==> src/rtl/prof_pkg.sv <==
package prof_pkg;
  localparam int unsigned DEF_STATE_W = 2;

  // Default watched controller: four states, one counter each.
  typedef enum logic [1:0] {
    PC_IDLE  = 2'd0,
    PC_INIT  = 2'd1,
    PC_RUN   = 2'd2,
    PC_FLUSH = 2'd3
  } pipe_state_e;
endpackage

==> src/rtl/prof_ram.sv <==
// One write port, two synchronous read ports, read-before-write.
module prof_ram #(
  parameter int unsigned AW = 2,
  parameter int unsigned DW = 32
) (
  input  logic          clk,
  input  logic          we,
  input  logic [AW-1:0] waddr,
  input  logic [DW-1:0] wdata,
  input  logic [AW-1:0] ra_addr,
  output logic [DW-1:0] ra_data,
  input  logic [AW-1:0] rb_addr,
  output logic [DW-1:0] rb_data
);
  localparam int unsigned DEPTH = 1 << AW;

  logic [DW-1:0] mem [DEPTH];

  always_ff @(posedge clk) begin
    if (we) mem[waddr] <= wdata;
    ra_data <= mem[ra_addr];
    rb_data <= mem[rb_addr];
  end
endmodule

==> src/rtl/prof_sweep.sv <==
// Clear controller: zeroes one address per cycle while busy.
module prof_sweep #(
  parameter int unsigned AW = 2
) (
  input  logic          clk,
  input  logic          rst,
  input  logic          start,
  output logic          busy,
  output logic [AW-1:0] ptr
);
  localparam logic [AW-1:0] LAST = '1;

  always_ff @(posedge clk) begin
    if (rst || start) begin
      busy <= 1'b1;
      ptr  <= '0;
    end else if (busy) begin
      ptr <= ptr + 1'b1;
      if (ptr == LAST) busy <= 1'b0;
    end
  end

  AST_SWEEP_END: assert property (@(posedge clk) disable iff (rst)
    $fell(busy) |-> $past(ptr) == LAST) else $error("sweep ended early");
endmodule

==> src/rtl/prof_update.sv <==
// Two-stage read-modify-write with forwarding and saturation.
module prof_update #(
  parameter int unsigned AW = 2,
  parameter int unsigned DW = 32
) (
  input  logic          clk,
  input  logic          rst,
  input  logic          flush,
  input  logic          ev,
  input  logic [AW-1:0] ev_addr,
  input  logic [DW-1:0] rd_val,
  output logic          wr_en,
  output logic [AW-1:0] wr_addr,
  output logic [DW-1:0] wr_val
);
  localparam logic [DW-1:0] CNT_MAX = '1;

  logic          s1_vld, s2_vld;
  logic [AW-1:0] s1_addr, s2_addr;
  logic [DW-1:0] s2_val;
  logic          fwd;
  logic [DW-1:0] base;

  always_ff @(posedge clk) begin
    if (rst || flush) begin
      s1_vld <= 1'b0;
      s2_vld <= 1'b0;
    end else begin
      s1_vld <= ev;
      s2_vld <= s1_vld;
    end
  end

  always_ff @(posedge clk) begin
    s1_addr <= ev_addr;
    s2_addr <= s1_addr;
    s2_val  <= wr_val;
  end

  // The memory read for stage 1 was taken before stage 2's write landed.
  always_comb begin
    fwd    = s2_vld && (s2_addr == s1_addr);
    base   = fwd ? s2_val : rd_val;
    wr_val = (base == CNT_MAX) ? base : base + 1'b1;
  end

  assign wr_en   = s1_vld;
  assign wr_addr = s1_addr;

  AST_NO_WRAP: assert property (@(posedge clk) disable iff (rst)
    s1_vld |-> wr_val != '0) else $error("counter wrapped");
  AST_FWD_MONO: assert property (@(posedge clk) disable iff (rst)
    (s1_vld && s2_vld && s1_addr == s2_addr) |-> wr_val >= s2_val)
    else $error("forwarded count went down");
endmodule

==> src/rtl/state_occupancy_profiler.sv <==
module state_occupancy_profiler
  import prof_pkg::*;
#(
  parameter int unsigned STATE_W = DEF_STATE_W,
  parameter int unsigned CNT_W   = 32,
  parameter int unsigned CYC_W   = 32
) (
  input  logic               clk,
  input  logic               rst,
  input  logic               st_valid,
  input  logic [STATE_W-1:0] st_code,
  input  logic               clr_req,
  input  logic               halt_req,
  input  logic               resume_req,
  input  logic               rd_req,
  input  logic [STATE_W-1:0] rd_addr,
  output logic               rd_ack,
  output logic [CNT_W-1:0]   rd_data,
  output logic [CYC_W-1:0]   cycle_total,
  output logic               busy,
  output logic               counting
);
  logic               ev;
  logic [STATE_W-1:0] sweep_ptr;
  logic               upd_we;
  logic [STATE_W-1:0] upd_wa;
  logic [CNT_W-1:0]   upd_wd;
  logic               mem_we;
  logic [STATE_W-1:0] mem_wa;
  logic [CNT_W-1:0]   mem_wd;
  logic [CNT_W-1:0]   ra_q, rb_q;
  logic               hit_q;
  logic [CNT_W-1:0]   hit_val_q;

  always_ff @(posedge clk) begin
    if (rst)             counting <= 1'b1;
    else if (halt_req)   counting <= 1'b0;
    else if (resume_req) counting <= 1'b1;
  end

  always_ff @(posedge clk) begin
    if (rst || clr_req)          cycle_total <= '0;
    else if (counting && !busy)  cycle_total <= cycle_total + 1'b1;
  end

  assign ev = st_valid && counting && !busy;

  prof_sweep #(.AW(STATE_W)) u_sweep (
    .clk(clk), .rst(rst), .start(clr_req), .busy(busy), .ptr(sweep_ptr)
  );

  prof_update #(.AW(STATE_W), .DW(CNT_W)) u_update (
    .clk(clk), .rst(rst), .flush(clr_req), .ev(ev), .ev_addr(st_code),
    .rd_val(ra_q), .wr_en(upd_we), .wr_addr(upd_wa), .wr_val(upd_wd)
  );

  // The sweep owns the write port while busy.
  always_comb begin
    mem_we = busy || upd_we;
    mem_wa = busy ? sweep_ptr : upd_wa;
    mem_wd = busy ? '0 : upd_wd;
  end

  prof_ram #(.AW(STATE_W), .DW(CNT_W)) u_ram (
    .clk(clk), .we(mem_we), .waddr(mem_wa), .wdata(mem_wd),
    .ra_addr(st_code), .ra_data(ra_q),
    .rb_addr(rd_addr), .rb_data(rb_q)
  );

  // Host read: a write landing on the read address this edge is forwarded.
  always_ff @(posedge clk) begin
    if (rst) rd_ack <= 1'b0;
    else     rd_ack <= rd_req;
    hit_q     <= mem_we && (mem_wa == rd_addr);
    hit_val_q <= mem_wd;
  end

  assign rd_data = hit_q ? hit_val_q : rb_q;

  AST_SWEEP_EXCL: assert property (@(posedge clk) disable iff (rst)
    busy |-> !upd_we) else $error("update during sweep");
  AST_HALT_FREEZE: assert property (@(posedge clk) disable iff (rst)
    (!counting && !clr_req) |=> $stable(cycle_total)) else $error("cycle count moved while halted");
  AST_RD_ACK: assert property (@(posedge clk) disable iff (rst)
    rd_req |=> rd_ack) else $error("read not acknowledged");
endmodule

==> config.mk <==
export PLATFORM = sky130hd
export DESIGN_NAME = state_occupancy_profiler
export DESIGN_NICKNAME = d
export VERILOG_FILES = /design/src/rtl/prof_pkg.sv /design/src/rtl/prof_ram.sv /design/src/rtl/prof_sweep.sv /design/src/rtl/prof_update.sv /design/src/rtl/state_occupancy_profiler.sv
export SDC_FILE = /design/constraint.sdc
export NUM_CORES = 1
export LEC_CHECK = 0
export BUFFER_PORTS_ARGS = -buffer_cell sky130_fd_sc_hd__buf_2
export CELL_PAD_IN_SITES_DETAIL_PLACEMENT = 1
export CELL_PAD_IN_SITES_GLOBAL_PLACEMENT = 1
export CORE_MARGIN = 8
export CORE_UTILIZATION = 54
export CTS_CLUSTER_SIZE = 25
export DETAILED_ROUTE_END_ITERATION = 6
export HOLD_SLACK_MARGIN = 0.06
export PLACE_DENSITY_LB_ADDON = 0.15
export SLEW_MARGIN = 30
export SYNTH_ARGS = -nofsm -noshare
export SYNTH_HDL_FRONTEND = slang
export SYNTH_SLANG_ARGS = --single-unit
==> constraint.sdc <==
create_clock -name clk -period 7 [get_ports clk]
set_input_delay 0.7 -clock clk [delete_from_list [all_inputs] [get_ports clk]]
set_output_delay 0.7 -clock clk [all_outputs]
set_load 0.05 [all_outputs]
==> metrics.md, run 1 <==
| Metric | Value |
|---|---|
| CP Capture Type | flop |
| Most frequent cells in the layout | dfxtp_1 (171), edfxtp_1 (128), buf_2 (75), nor2_1 (70), mux4_2 (64) |
| Postcts setup bufs | 0 |
| Count of maximum capacitance violations | 0 |
| Crit share post-route | 0.604 |
| Syn_area_per_cell | about 14 µm² |
| Max IR drop VDD | approximately 270 µV |
| TritonRoute pass-1 iters | 6 |
| Port Buf Inserts | between 70 and 80 |
| PD cells | 284 nW/µm² |
| Crit path max fanout | 19 |
| Die Span X | around 170 µm |
| Fin Setup TNS | 0 ns |
| Post-synth top area share | 0.312 |
| Worst Skew | roughly 0.018 ns |
| Die ar. | 27,900 µm² |
| Drt initial violations | around 440 |
| Post-synth EDFFs | between 100 and 150 |
| First-pass GRT wire length | around 48 mm |
| Mapped Area | about 12,000 µm² |
| Final Cell Area | between 10,000 and 15,000 µm² |
| Initial antenna violation count | 0 |
| Final WS setup | about 2.8 ns |
| IO Pins | just under 80 |
| Int Pwr | ~3.1 mW |
| Final hold vios | 0 |
| Area of the multi-input gates | roughly 4900 µm² |
| Cell leakage power | approximately 5.1 nW |
| Combinational Power Share | 0.074 |
| Worst path slowest cell | a21boi_4 |
| Non-filler cells, final | about 1,300 |
| RSZ-0062 raised after global routing | false |
| Post-synth ARST share | 0 |
| GP Congestion | between 0.8 and 0.9 |
| Startpoint types | flop |
| WL final | around 30 mm |
| Clock buffer depth | 3 |
| Routed WL per cell | between 20 and 25 µm |
| Hold-fix buffers at CTS | 0 |
| Hpwl dp | 19.5 mm |
| Switching power | roughly 940 µW |
| Largest net degree at the start of global routing | 44 |
| Status | finished clean |
| Req. time, crit path | between 7 and 8 ns |
| Rel. slew slack | 0.453 |
| Sequential share of power | 0.488 |
| Power after layout | 4.01 mW |
| Number of clock sinks | 300 |
| Worst-skew pair later-pin latency | roughly 0.56 ns |
| Routed Antenna Nets | 0 |
| Drt drc | 0 |
| Buf+Inv Stages, Crit Path | 1 |
| Max stage delay on crit path | approximately 0.61 ns |
| Share of layout cells above drive strength 1 | 0.267 |
| Die height | roughly 170 µm |
| Cells after synthesis | ~900 |
| CP Cell Sequence | xor2_2 > nor3_4 > mux2i_1 > inv_1 > ha_1 > nand3_1 > or2_2 > or4_4 > a21boi_4 > nor4_1 > nor3_1 |
| Std cell rows | 55 |
| Clock share of power | 0.437 |
| DR vias/cell | between 6 and 7 |
| Post-synthesis sequential area ratio | 0.591 |
| Post-DP Area | between 10,000 and 15,000 µm² |
| Tot GR Track Use | 0.216 |
| CTS HTree Levels | 1 |
| Highest clock rate | 0.236 GHz |
| Worst hold slack | 0.321 ns |
| Metal-1 WL | 12.9 mm |
| Slew Limit Fails | 0 |
| Top cells by area, synth | edfxtp_1 (31%), dfxtp_1 (28%), mux4_2 (12%) |
| Root buffer selected by CTS | clkbuf_16 |
| CTS Buf Count | 31 |
| Post-CTS Resized | 0 |
| CP arrival | approximately 4.5 ns |
| CTS tree | built |
| Crit Path Category | flop to flop |
| Antenna cells | 0 |
| Placed insts | ~1,200 |
| Routed length on met2 | 15.6 mm |
| Fillers | around 2,100 |
| Syn Nets | 918 |
| Slew @ Worst Pin | 0.813 ns |
| Fin util | 0.629 |
| Post-layout nets | 1,000 |
| Seq. cell area | between 7000 and 8000 µm² |
| Commonest non-fill, non-tap cell in the layout | dfxtp_1 |
| Register bit total from synthesis | 300 |
| Clock transition at path regs | 0.06 ns |
| Vias in the first global route | 8,614 |
| Max layer used | met4 |
| Delay-heaviest family, CP | simple AND/OR/NAND/NOR gates |
| Met3 routed WL | between 1 and 1.5 mm |
| Min cycle time layout | approximately 4.2 ns |
| Synthesis-to-finish area growth | 14.8% |
| Worst hold path type | primary input to flop |
| Initial core utilization | 0.548 |
| Grt total ovfl | 0 |
| YS warnings | 0 |
| Cell variety after synth | 67 |
| Worst slack, placed | 2.84 ns |
| Synth area leader | edfxtp_1 |
| Main synth FF type | dfxtp_1 |
| Core area | approximately 23,000 µm² |
| Switching share of power | 0.234 |
| Final setup violation count | 0 |
| Via count | 7,837 |
path summary, 6_finish.rpt:
check,endpoint,depth (start not counted),slack (ns),from
max,u_ram.mem[3][25]$_DFFE_PP_,11,2.77,u_update.wr_addr[1]$_DFF_P_
min reg2reg,u_update.s2_addr[0]$_DFF_P_,0,0.46,u_update.wr_addr[0]$_DFF_P_
min,counting$_SDFFE_PP1P_,2,0.32,halt_req
max reg2reg,u_ram.mem[3][25]$_DFFE_PP_,11,2.77,u_update.wr_addr[1]$_DFF_P_
power by group through the flow:
stage / clock network, mW / registers, mW / logic [mW]
after floorplan: 0 / 1.97 / 0.229
after global placement: 0 / 2.00 / 0.283
after detailed placement: 0 / 1.99 / 0.299
after CTS: 1.78 / 1.96 / 0.303
after global routing: 1.85 / 1.97 / 0.316
final: 1.75 / 1.96 / 0.298
metal layers:
| layer | vias to the layer above | track usage |
|---|---|---|
| met5 | - | 0 |
| met4 | 0 | 0.0474 |
| met3 | 36 | 0.0307 |
| met2 | 177 | 0.392 |
| met1 | 4006 | 0.268 |
| li1 | 3618 | - |
final cells by class:
class	instances	area share
inverter	6	0.00159
multi-input combinational	560	0.346
sequential	300	0.515
tap	285	0.0252
clock buffer	37	0.0578
timing repair buffer	87	0.0341
clock inverter	21	0.0197
state kept, by name (all words and copies together) (netlist names):
name and flops:
u_ram.ra_data 32, counting 1, u_sweep.busy 1, u_update.s2_val 32
u_sweep.ptr 2, u_ram.mem 128, u_update.s2_addr 2, u_update.wr_en 1
u_update.s2_vld 1, hit_val_q 32, u_update.wr_addr 2, rd_ack 1
u_ram.rb_data 32, hit_q 1, cycle_total 32
worst reg2reg max path, cell delays in order, from the launching register on:
cell and delay, ns:
dfxtp_1 0.48, xor2_2 0.18, nor3_4 0.47, mux2i_1 0.22, inv_1 0.10, ha_1 0.26
nand3_1 0.17, or2_2 0.34, or4_4 0.53, a21boi_4 0.61, nor4_1 0.19, nor3_1 0.42
cell families after synthesis:
kind of cell	synth area share
mux	0.187
fa+ha+maj	0.00305
compound gates	0.0421
flops	0.591
xor+xnor	0.0353
buf+inv	0.0156
simple gates	0.125
synthesized netlist by cell type, types with 8 or more instances:
cell and n:
a21oi_1 8, a31oi_1 9, and2_1 10, and3_1 23, and4_1 9, buf_1 12
clkbuf_1 16, dfxtp_1 172, edfxtp_1 128, mux2_2 38, mux2i_1 40, mux4_2 64
nand2_1 55, nand3_1 30, nand4_1 24, nor2_1 70, nor3_1 23, nor4_1 16
o21ai_0 14, xnor2_1 20, xor2_1 26
Power figures use the tool's default switching activity.
==> inputs of run 2 (changes only) <==
ABC_AREA = 1   (was not set)
CORE_UTILIZATION = 42   (was 54)
clock period = 3.7 ns   (was 7 ns; I/O delays follow)
==> metrics.md, run 2 <==
| Metric | Value |
|---|---|
| Crit share post-route | 0.864 (was 0.604) |
| Postcts setup bufs | 0 (unchanged) |
| Worst hold path type | primary input to flop (unchanged) |
| Delay-heaviest family, CP | simple AND/OR/NAND/NOR gates (unchanged) |
| Crit Path Category | flop to flop (unchanged) |
| Routed WL per cell | 19.2 µm (was 23.3 µm) |
| Share of layout cells above drive strength 1 | 0.153 (was 0.267) |
| Syn Nets | 1,458 (was 918) |
| Die ar. | 36,400 µm² (was 27,900 µm²) |
| Number of clock sinks | 300 (unchanged) |
| Count of maximum capacitance violations | 0 (unchanged) |
| Top cells by area, synth | edfxtp_1 (30%), dfxtp_1 (27%), nand2_1 (7.5%) (was edfxtp_1 (31%), dfxtp_1 (28%), mux4_2 (12%)) |
| Grt total ovfl | 0 (unchanged) |
| Cells after synthesis | 1,444 (was 904) |
| Initial core utilization | 0.423 (was 0.548) |
| Clock buffer depth | 3 (unchanged) |
| Most used cell along the critical path | nand2_1 |
| Post-CTS Resized | 0 (unchanged) |
| Fin util | 0.485 (was 0.629) |
| GP Congestion | 0.933 (was 0.852) |
| PD cells | 525 nW/µm² (was 284 nW/µm²) |
| Routed Antenna Nets | 0 (unchanged) |
| Most frequent cells after synthesis | nand2_1 (255), nor2_1 (237), dfxtp_1 (172) (was dfxtp_1 (172), edfxtp_1 (128), nor2_1 (70)) |
| Min cycle time layout | 3.20 ns (was 4.23 ns) |
| Die Span X | 191 µm (was 167 µm) |
| Buf+Inv Stages, Crit Path | 2 (was 1) |
| Mapped Area | 12,800 µm² (was 12,300 µm²) |
| Tot GR Track Use | 0.203 (was 0.216) |
| CP Capture Type | flop (unchanged) |
| Crit path max fanout | 45 (was 19) |
| Status | finished clean (unchanged) |
| DR vias/cell | 5.37 (was 6.05) |
| Fin Setup TNS | 0 ns (unchanged) |
| Post-synth top area share | 0.299 (was 0.312) |
| Max reg flops | 128 (unchanged) |
| Startpoint types | flop (unchanged) |
| Syn_area_per_cell | 8.89 µm² (was 13.6 µm²) |
| Slew Limit Fails | 0 (unchanged) |
| Most frequent cells in the layout | nand2_1 (255), nor2_1 (233), dfxtp_1 (171), o21ai_0 (152), edfxtp_1 (128) (was dfxtp_1 (171), edfxtp_1 (128), buf_2 (75), nor2_1 (70), mux4_2 (64)) |
| Core area | 30,300 µm² (was 22,500 µm²) |
| Std cell rows | 64 (was 55) |
| Final hold vios | 0 (unchanged) |
| CTS Buf Count | 34 (was 31) |
| CP arrival | 3.45 ns (was 4.53 ns) |
| Drt drc | 0 (unchanged) |
| CTS tree | built (unchanged) |
| Drt initial violations | 524 (was 436) |
| CTS HTree Levels | 2 (was 1) |
| Worst-skew pair later-pin latency | 0.50 ns (was 0.56 ns) |
| Final setup violation count | 0 (unchanged) |
| Max IR drop VDD | 437 µV (was 271 µV) |
| First-pass GRT wire length | 59.2 mm (was 48.1 mm) |
| RSZ-0062 raised after global routing | false (unchanged) |
| Cell leakage power | 5.96 nW (was 5.10 nW) |
| Post-synth EDFFs | 128 (unchanged) |
| Largest net degree at the start of global routing | 66 (was 44) |
| Synthesis-to-finish area growth | 14.6% (was 14.8%) |
| Hpwl dp | 25.5 mm (was 19.5 mm) |
| Die height | 191 µm (was 167 µm) |
| Highest clock rate | 0.313 GHz (was 0.236 GHz) |
| Clock transition at path regs | 0.06 ns (about the same) |
| Initial antenna violation count | 0 (unchanged) |
| TritonRoute pass-1 iters | 5 (was 6) |
| WL final | 37.1 mm (was 30.1 mm) |
| CP Cell Sequence | inv_2 > nand2_1 > nand2_1 > nor2_4 > buf_4 > nand3_1 > nand2_1 > nand2_1 > nor2_1 > nand2_1 > nor2_4 > nand2_4 > a31oi_1 (was xor2_2 > nor3_4 > mux2i_1 > inv_1 > ha_1 > nand3_1 > or2_2 > or4_4 > a21boi_4 > nor4_1 > nor3_1) |
| Root buffer selected by CTS | clkbuf_16 (unchanged) |
| Via count | 10,400 (was 7,837) |
| YS warnings | 0 (unchanged) |
| Largest reg by FF count | u_ram.mem (unchanged) |
| Post-synthesis sequential area ratio | 0.568 (was 0.591) |
| Synth area leader | edfxtp_1 (unchanged) |
| IO Pins | 78 (unchanged) |
| Fillers | 3,546 (was 2,124) |
| Post-synth ARST share | 0 (unchanged) |
| Commonest non-fill, non-tap cell in the layout | nand2_1 (was dfxtp_1) |
| Rel. slew slack | 0.425 (was 0.453) |
| Antenna cells | 0 (unchanged) |
| Max stage delay on crit path | 0.51 ns (was 0.61 ns) |
| Worst path slowest cell | a31oi_1 (was a21boi_4) |
| Slew @ Worst Pin | 0.857 ns (was 0.813 ns) |
| Register bit total from synthesis | 300 (unchanged) |
| Req. time, crit path | 3.95 ns (was 7.30 ns) |
| Vias in the first global route | 10,900 (was 8,614) |
| Main synth FF type | dfxtp_1 (unchanged) |
| Worst Skew | 0.0105 ns (was 0.0184 ns) |
| Most frequent cell after synthesis | nand2_1 (was dfxtp_1) |
| Cell variety after synth | 37 (was 67) |
| Port Buf Inserts | 77 (unchanged) |
| Post-layout nets | 1,527 (was 1,000) |
## run 2: cell type report
class | count | area [µm²] | area share
inverters | 118 | 443 | 0.0301
flip-flops and latches | 300 | 7290 | 0.495
clock buffers | 45 | 933 | 0.0634
multi-input cells | 958 | 4790 | 0.326
clock inverters | 15 | 153 | 0.0104
well taps | 396 | 495 | 0.0337
repair buffers | 101 | 608 | 0.0413
## run 2: power breakdown
part           leakage, nW  total [mW]  switching [mW]  internal (mW)
Combinational         2.79       0.739           0.530          0.209
Sequential            2.65        3.69          0.0890           3.60
Clock                0.527        3.30            1.31           1.98
Total                 5.96        7.72            1.93           5.79
## run 2: what timing repair did
action	CTS	global route
endpoints found under the setup margin	0	0
hold buffers	2	0
endpoints found under the hold margin	2	0
## run 2: final timing paths
| kind | startpoint | endpoint | slack [ns] | cells after the start |
|---|---|---|---|---|
| hold / removal | rd_req | rd_ack$_SDFF_PP0_ | 0.08 | 3 |
| hold reg to reg | u_update.wr_addr[0]$_DFF_P_ | u_update.s2_addr[0]$_DFF_P_ | 0.37 | 0 |
| setup / recovery | u_update.wr_addr[0]$_DFF_P_ | u_ram.mem[2][11]$_DFFE_PP_ | 0.50 | 13 |
| setup reg to reg | u_update.wr_addr[0]$_DFF_P_ | u_ram.mem[2][11]$_DFFE_PP_ | 0.50 | 13 |
## run 2: metal layers
metal / vias to the layer above / share of wire / GRT usage
li1: 4976 / - / -
met5: - / 0 / 0
met2: 200 / 0.48 / 0.349
met3: 64 / 0.036 / 0.0262
met1: 5137 / 0.46 / 0.264
met4: 0 / 0.020 / 0.0561
## run 2: cells by family (layout without fill, tap and decap cells)
| kind of cell | count (synthesis) | in the layout | synth area share |
|---|---|---|---|
| adder cells (fa/ha/maj) | 3 | 3 | 0.00292 |
| multiplexers | 32 | 32 | 0.0281 |
| buffers and inverters | 186 | 279 | 0.0617 |
| XOR/XNOR | 19 | 19 | 0.0130 |
| AO/OA/AOI/OAI | 258 | 258 | 0.108 |
| flip-flops | 300 | 300 | 0.568 |
| AND/OR/NAND/NOR | 646 | 646 | 0.219 |
## run 2: through the flow
| stage | setup slack, ns | total power [mW] | area (µm²) | hold WS (ns) | instances |
|---|---|---|---|---|---|
| 4_1_cts | 0.513 | 7.80 | 14700 | 0.0656 | 1933 |
| 2_1_floorplan | 0.522 | 4.26 | 12800 | 0.350 | 1444 |
| 3_3_place_gp | 0.705 | 4.49 | 13600 | 0.352 | 1871 |
| 3_5_place_dp | 0.560 | 4.50 | 13600 | 0.356 | 1871 |
| 6_report | 0.504 | 7.72 | 14700 | 0.0787 | 1933 |
| 5_1_grt | 0.172 | 8.00 | 14700 | 0.0955 | 1933 |
## run 2: worst reg2reg max path, cell delays in order (launching register included)
cell     delay [ns]
dfxtp_1        0.34
inv_2          0.06
nand2_1        0.05
nand2_1        0.08
nor2_4         0.31
buf_4          0.32
nand3_1        0.11
nand2_1        0.12
nand2_1        0.08
nor2_1         0.25
nand2_1        0.16
nor2_4         0.16
nand2_4        0.38
a31oi_1        0.53
==> inputs of run 3 (changes only) <==
BUFFER_PORTS_ARGS = not set   (was -buffer_cell sky130_fd_sc_hd__buf_2)
CORE_UTILIZATION = 44   (was 42)
DONT_BUFFER_PORTS = 1   (was not set)
==> metrics.md, run 3 (synthesis results as in run 2) <==
| Metric | Value |
|---|---|
| DR vias/cell | 5.52 (was 5.37) |
| Root buffer selected by CTS | clkbuf_16 (unchanged) |
| Slew Limit Fails | 0 (unchanged) |
| Crit Path Category | flop to flop (unchanged) |
| Routed WL per cell | 21.1 µm (was 19.2 µm) |
| Post-layout nets | 1,460 (was 1,527) |
| Worst reg2reg startpoint | u_update.wr_addr[0]$_DFF_P_ (unchanged) |
| WL final | 39.2 mm (was 37.1 mm) |
| Crit path max fanout | 45 (unchanged) |
| Grt total ovfl | 0 (unchanged) |
| Core area | 28,700 µm² (was 30,300 µm²) |
| Die ar. | 34,900 µm² (was 36,400 µm²) |
| Largest reg by FF count | u_ram.mem (unchanged) |
| Final setup violation count | 0 (unchanged) |
| Vias in the first global route | 10,800 (was 10,900) |
| Cell leakage power | 5.68 nW (was 5.96 nW) |
| Power after layout | 7.71 mW (was 7.72 mW) |
| Most frequent cells in the layout | nand2_1 (255), nor2_1 (233), dfxtp_1 (171), o21ai_0 (152), edfxtp_1 (128) (unchanged) |
| Highest clock rate | 0.314 GHz (was 0.313 GHz) |
| RSZ-0062 raised after global routing | false (unchanged) |
| Tot GR Track Use | 0.220 (was 0.203) |
| GP Congestion | 0.920 (was 0.933) |
| Seq. cell area | 7290 µm² (unchanged) |
| Sequential share of power | 0.479 (was 0.478) |
| IO Pins | 78 (unchanged) |
| Number of clock sinks | 300 (unchanged) |
| Drt drc | 0 (unchanged) |
| Switching share of power | 0.247 (was 0.250) |
| Worst-skew pair later-pin latency | 0.56 ns (was 0.50 ns) |
| CP Cell Sequence | inv_2 > nand2_1 > nand2_1 > nor2_4 > buf_4 > nand3_1 > nand2_1 > nand2_1 > nor2_2 > nand2_1 > nor2_4 > nand2_4 > nand2_1 > a21oi_1 (was inv_2 > nand2_1 > nand2_1 > nor2_4 > buf_4 > nand3_1 > nand2_1 > nand2_1 > nor2_1 > nand2_1 > nor2_4 > nand2_4 > a31oi_1) |
| Hpwl dp | 24.9 mm (was 25.5 mm) |
| Rel. slew slack | 0.467 (was 0.425) |
| Max IR drop VDD | 423 µV (was 437 µV) |
| Fin util | 0.504 (was 0.485) |
| Status | finished clean (unchanged) |
| Slew @ Worst Pin | 0.794 ns (was 0.857 ns) |
| Largest net degree at the start of global routing | 46 (was 66) |
| Crit share post-route | 0.861 (was 0.864) |
| Max reg flops | 128 (unchanged) |
| Int Pwr | 5.81 mW (was 5.79 mW) |
| CTS Buf Count | 31 (was 34) |
| CTS tree | built (unchanged) |
| Worst path slowest cell | nand2_4 (was a31oi_1) |
| Max stage delay on crit path | 0.38 ns (was 0.51 ns) |
| Switching power | 1.90 mW (was 1.93 mW) |
| Final WS setup | 0.515 ns (was 0.504 ns) |
| Routed Antenna Nets | 0 (unchanged) |
| TritonRoute pass-1 iters | 5 (unchanged) |
| Post-CTS Resized | 0 (unchanged) |
| Area of the multi-input gates | 4790 µm² (unchanged) |
| Initial core utilization | 0.447 (was 0.423) |
| Worst Skew | 0.0236 ns (was 0.0105 ns) |
| Worst slack, placed | 0.613 ns (was 0.560 ns) |
| Initial antenna violation count | 3 (was 0) |
| Req. time, crit path | 3.93 ns (was 3.95 ns) |
| Commonest non-fill, non-tap cell in the layout | nand2_1 (unchanged) |
| Buf+Inv Stages, Crit Path | 2 (unchanged) |
| Worst hold path type | primary input to flop (unchanged) |
| Fin Setup TNS | 0 ns (unchanged) |
| Min cycle time layout | 3.19 ns (was 3.20 ns) |
| CP Capture Type | flop (unchanged) |
| CP arrival | 3.41 ns (was 3.45 ns) |
| Count of maximum capacitance violations | 0 (unchanged) |
| Die height | 187 µm (was 191 µm) |
| Hold_sp | rd_addr[0] (was rd_req) |
| Delay-heaviest family, CP | simple AND/OR/NAND/NOR gates (unchanged) |
| Combinational Power Share | 0.093 (was 0.096) |
| CTS HTree Levels | 1 (was 2) |
| Std cell rows | 62 (was 64) |
| Die Span X | 187 µm (was 191 µm) |
| Port Buf Inserts | 0 (was 77) |
| Clock buffer depth | 3 (unchanged) |
| PD cells | 532 nW/µm² (was 525 nW/µm²) |
| First-pass GRT wire length | 61.6 mm (was 59.2 mm) |
| Drt initial violations | 630 (was 524) |
| Most used cell along the critical path | nand2_1 (unchanged) |
| Via count | 10,300 (was 10,400) |
| Clock share of power | 0.428 (was 0.427) |
| Worst Setup SP | u_update.wr_addr[0]$_DFF_P_ (unchanged) |
| Final hold vios | 0 (unchanged) |
| Startpoint types | flop (unchanged) |
| Share of layout cells above drive strength 1 | 0.115 (was 0.153) |
| Worst hold slack | 0.0711 ns (was 0.0787 ns) |
| Clock transition at path regs | 0.06 ns (about the same) |
| Fillers | 3,351 (was 3,546) |
| Synthesis-to-finish area growth | 12.7% (was 14.6%) |
[run 3: cell count changes in the layout (fill, tap and decap cells not counted), sizes merged]
cell	change
buf	-72
bufinv	+3
clkbuf	-7
clkinv	+1
diode	+1
dlygate4sd3	+8
inv	+1
[run 3: timing repair]
| action | in CTS | in global routing |
|---|---|---|
| endpoints found under the setup margin | 0 | 0 |
| hold endpoints to repair | 70 | 0 |
| buffers inserted | 0 | 0 |
| hold buffers | 14 | 0 |
[run 3: routing by layer]
metal	routed length [µm]	vias to the layer above	part of all wire	track usage
met2	19100	255	0.49	0.379
met3	2300	63	0.059	0.0416
met4	716	2	0.018	0.0559
met5	9	-	0.00023	0
met1	17100	5092	0.44	0.279
li1	-	4840	-	-
[run 3: stage by stage]
| step | instance area (µm²) | instances |
|---|---|---|
| after floorplan | 12800 | 1444 |
| after global placement | 13200 | 1783 |
| after detailed placement | 13200 | 1783 |
| after CTS | 14500 | 1855 |
| after global routing | 14500 | 1856 |
| final | 14500 | 1856 |
[run 3: area by class of cell]
type                    count  area share
flip-flops and latches    300       0.504
multi-input cells         958       0.331
clock buffers              38      0.0575
well taps                 384      0.0332
inverters                 118      0.0306
repair buffers             37      0.0258
clock inverters            20      0.0178
diodes                      1    0.000173
[run 3: worst paths after layout]
check,end,slack (ns),cells past startpoint
worst max-delay path,u_ram.mem[1][0]$_DFFE_PP_,0.51,14
worst min register to register,u_update.s2_addr[0]$_DFF_P_,0.37,0
worst min-delay path,u_ram.rb_data[28]$_DFF_P_,0.07,2
worst max register to register,u_ram.mem[1][0]$_DFFE_PP_,0.51,14
[run 3: power by group through the flow]
stage / Clock [mW] / Sequential [mW] / Combinational (mW)
after floorplan: 0 / 3.72 / 0.537
after global placement: 0 / 3.76 / 0.647
after detailed placement: 0 / 3.76 / 0.658
after CTS: 3.36 / 3.69 / 0.718
after global routing: 3.50 / 3.71 / 0.776
final: 3.30 / 3.69 / 0.716
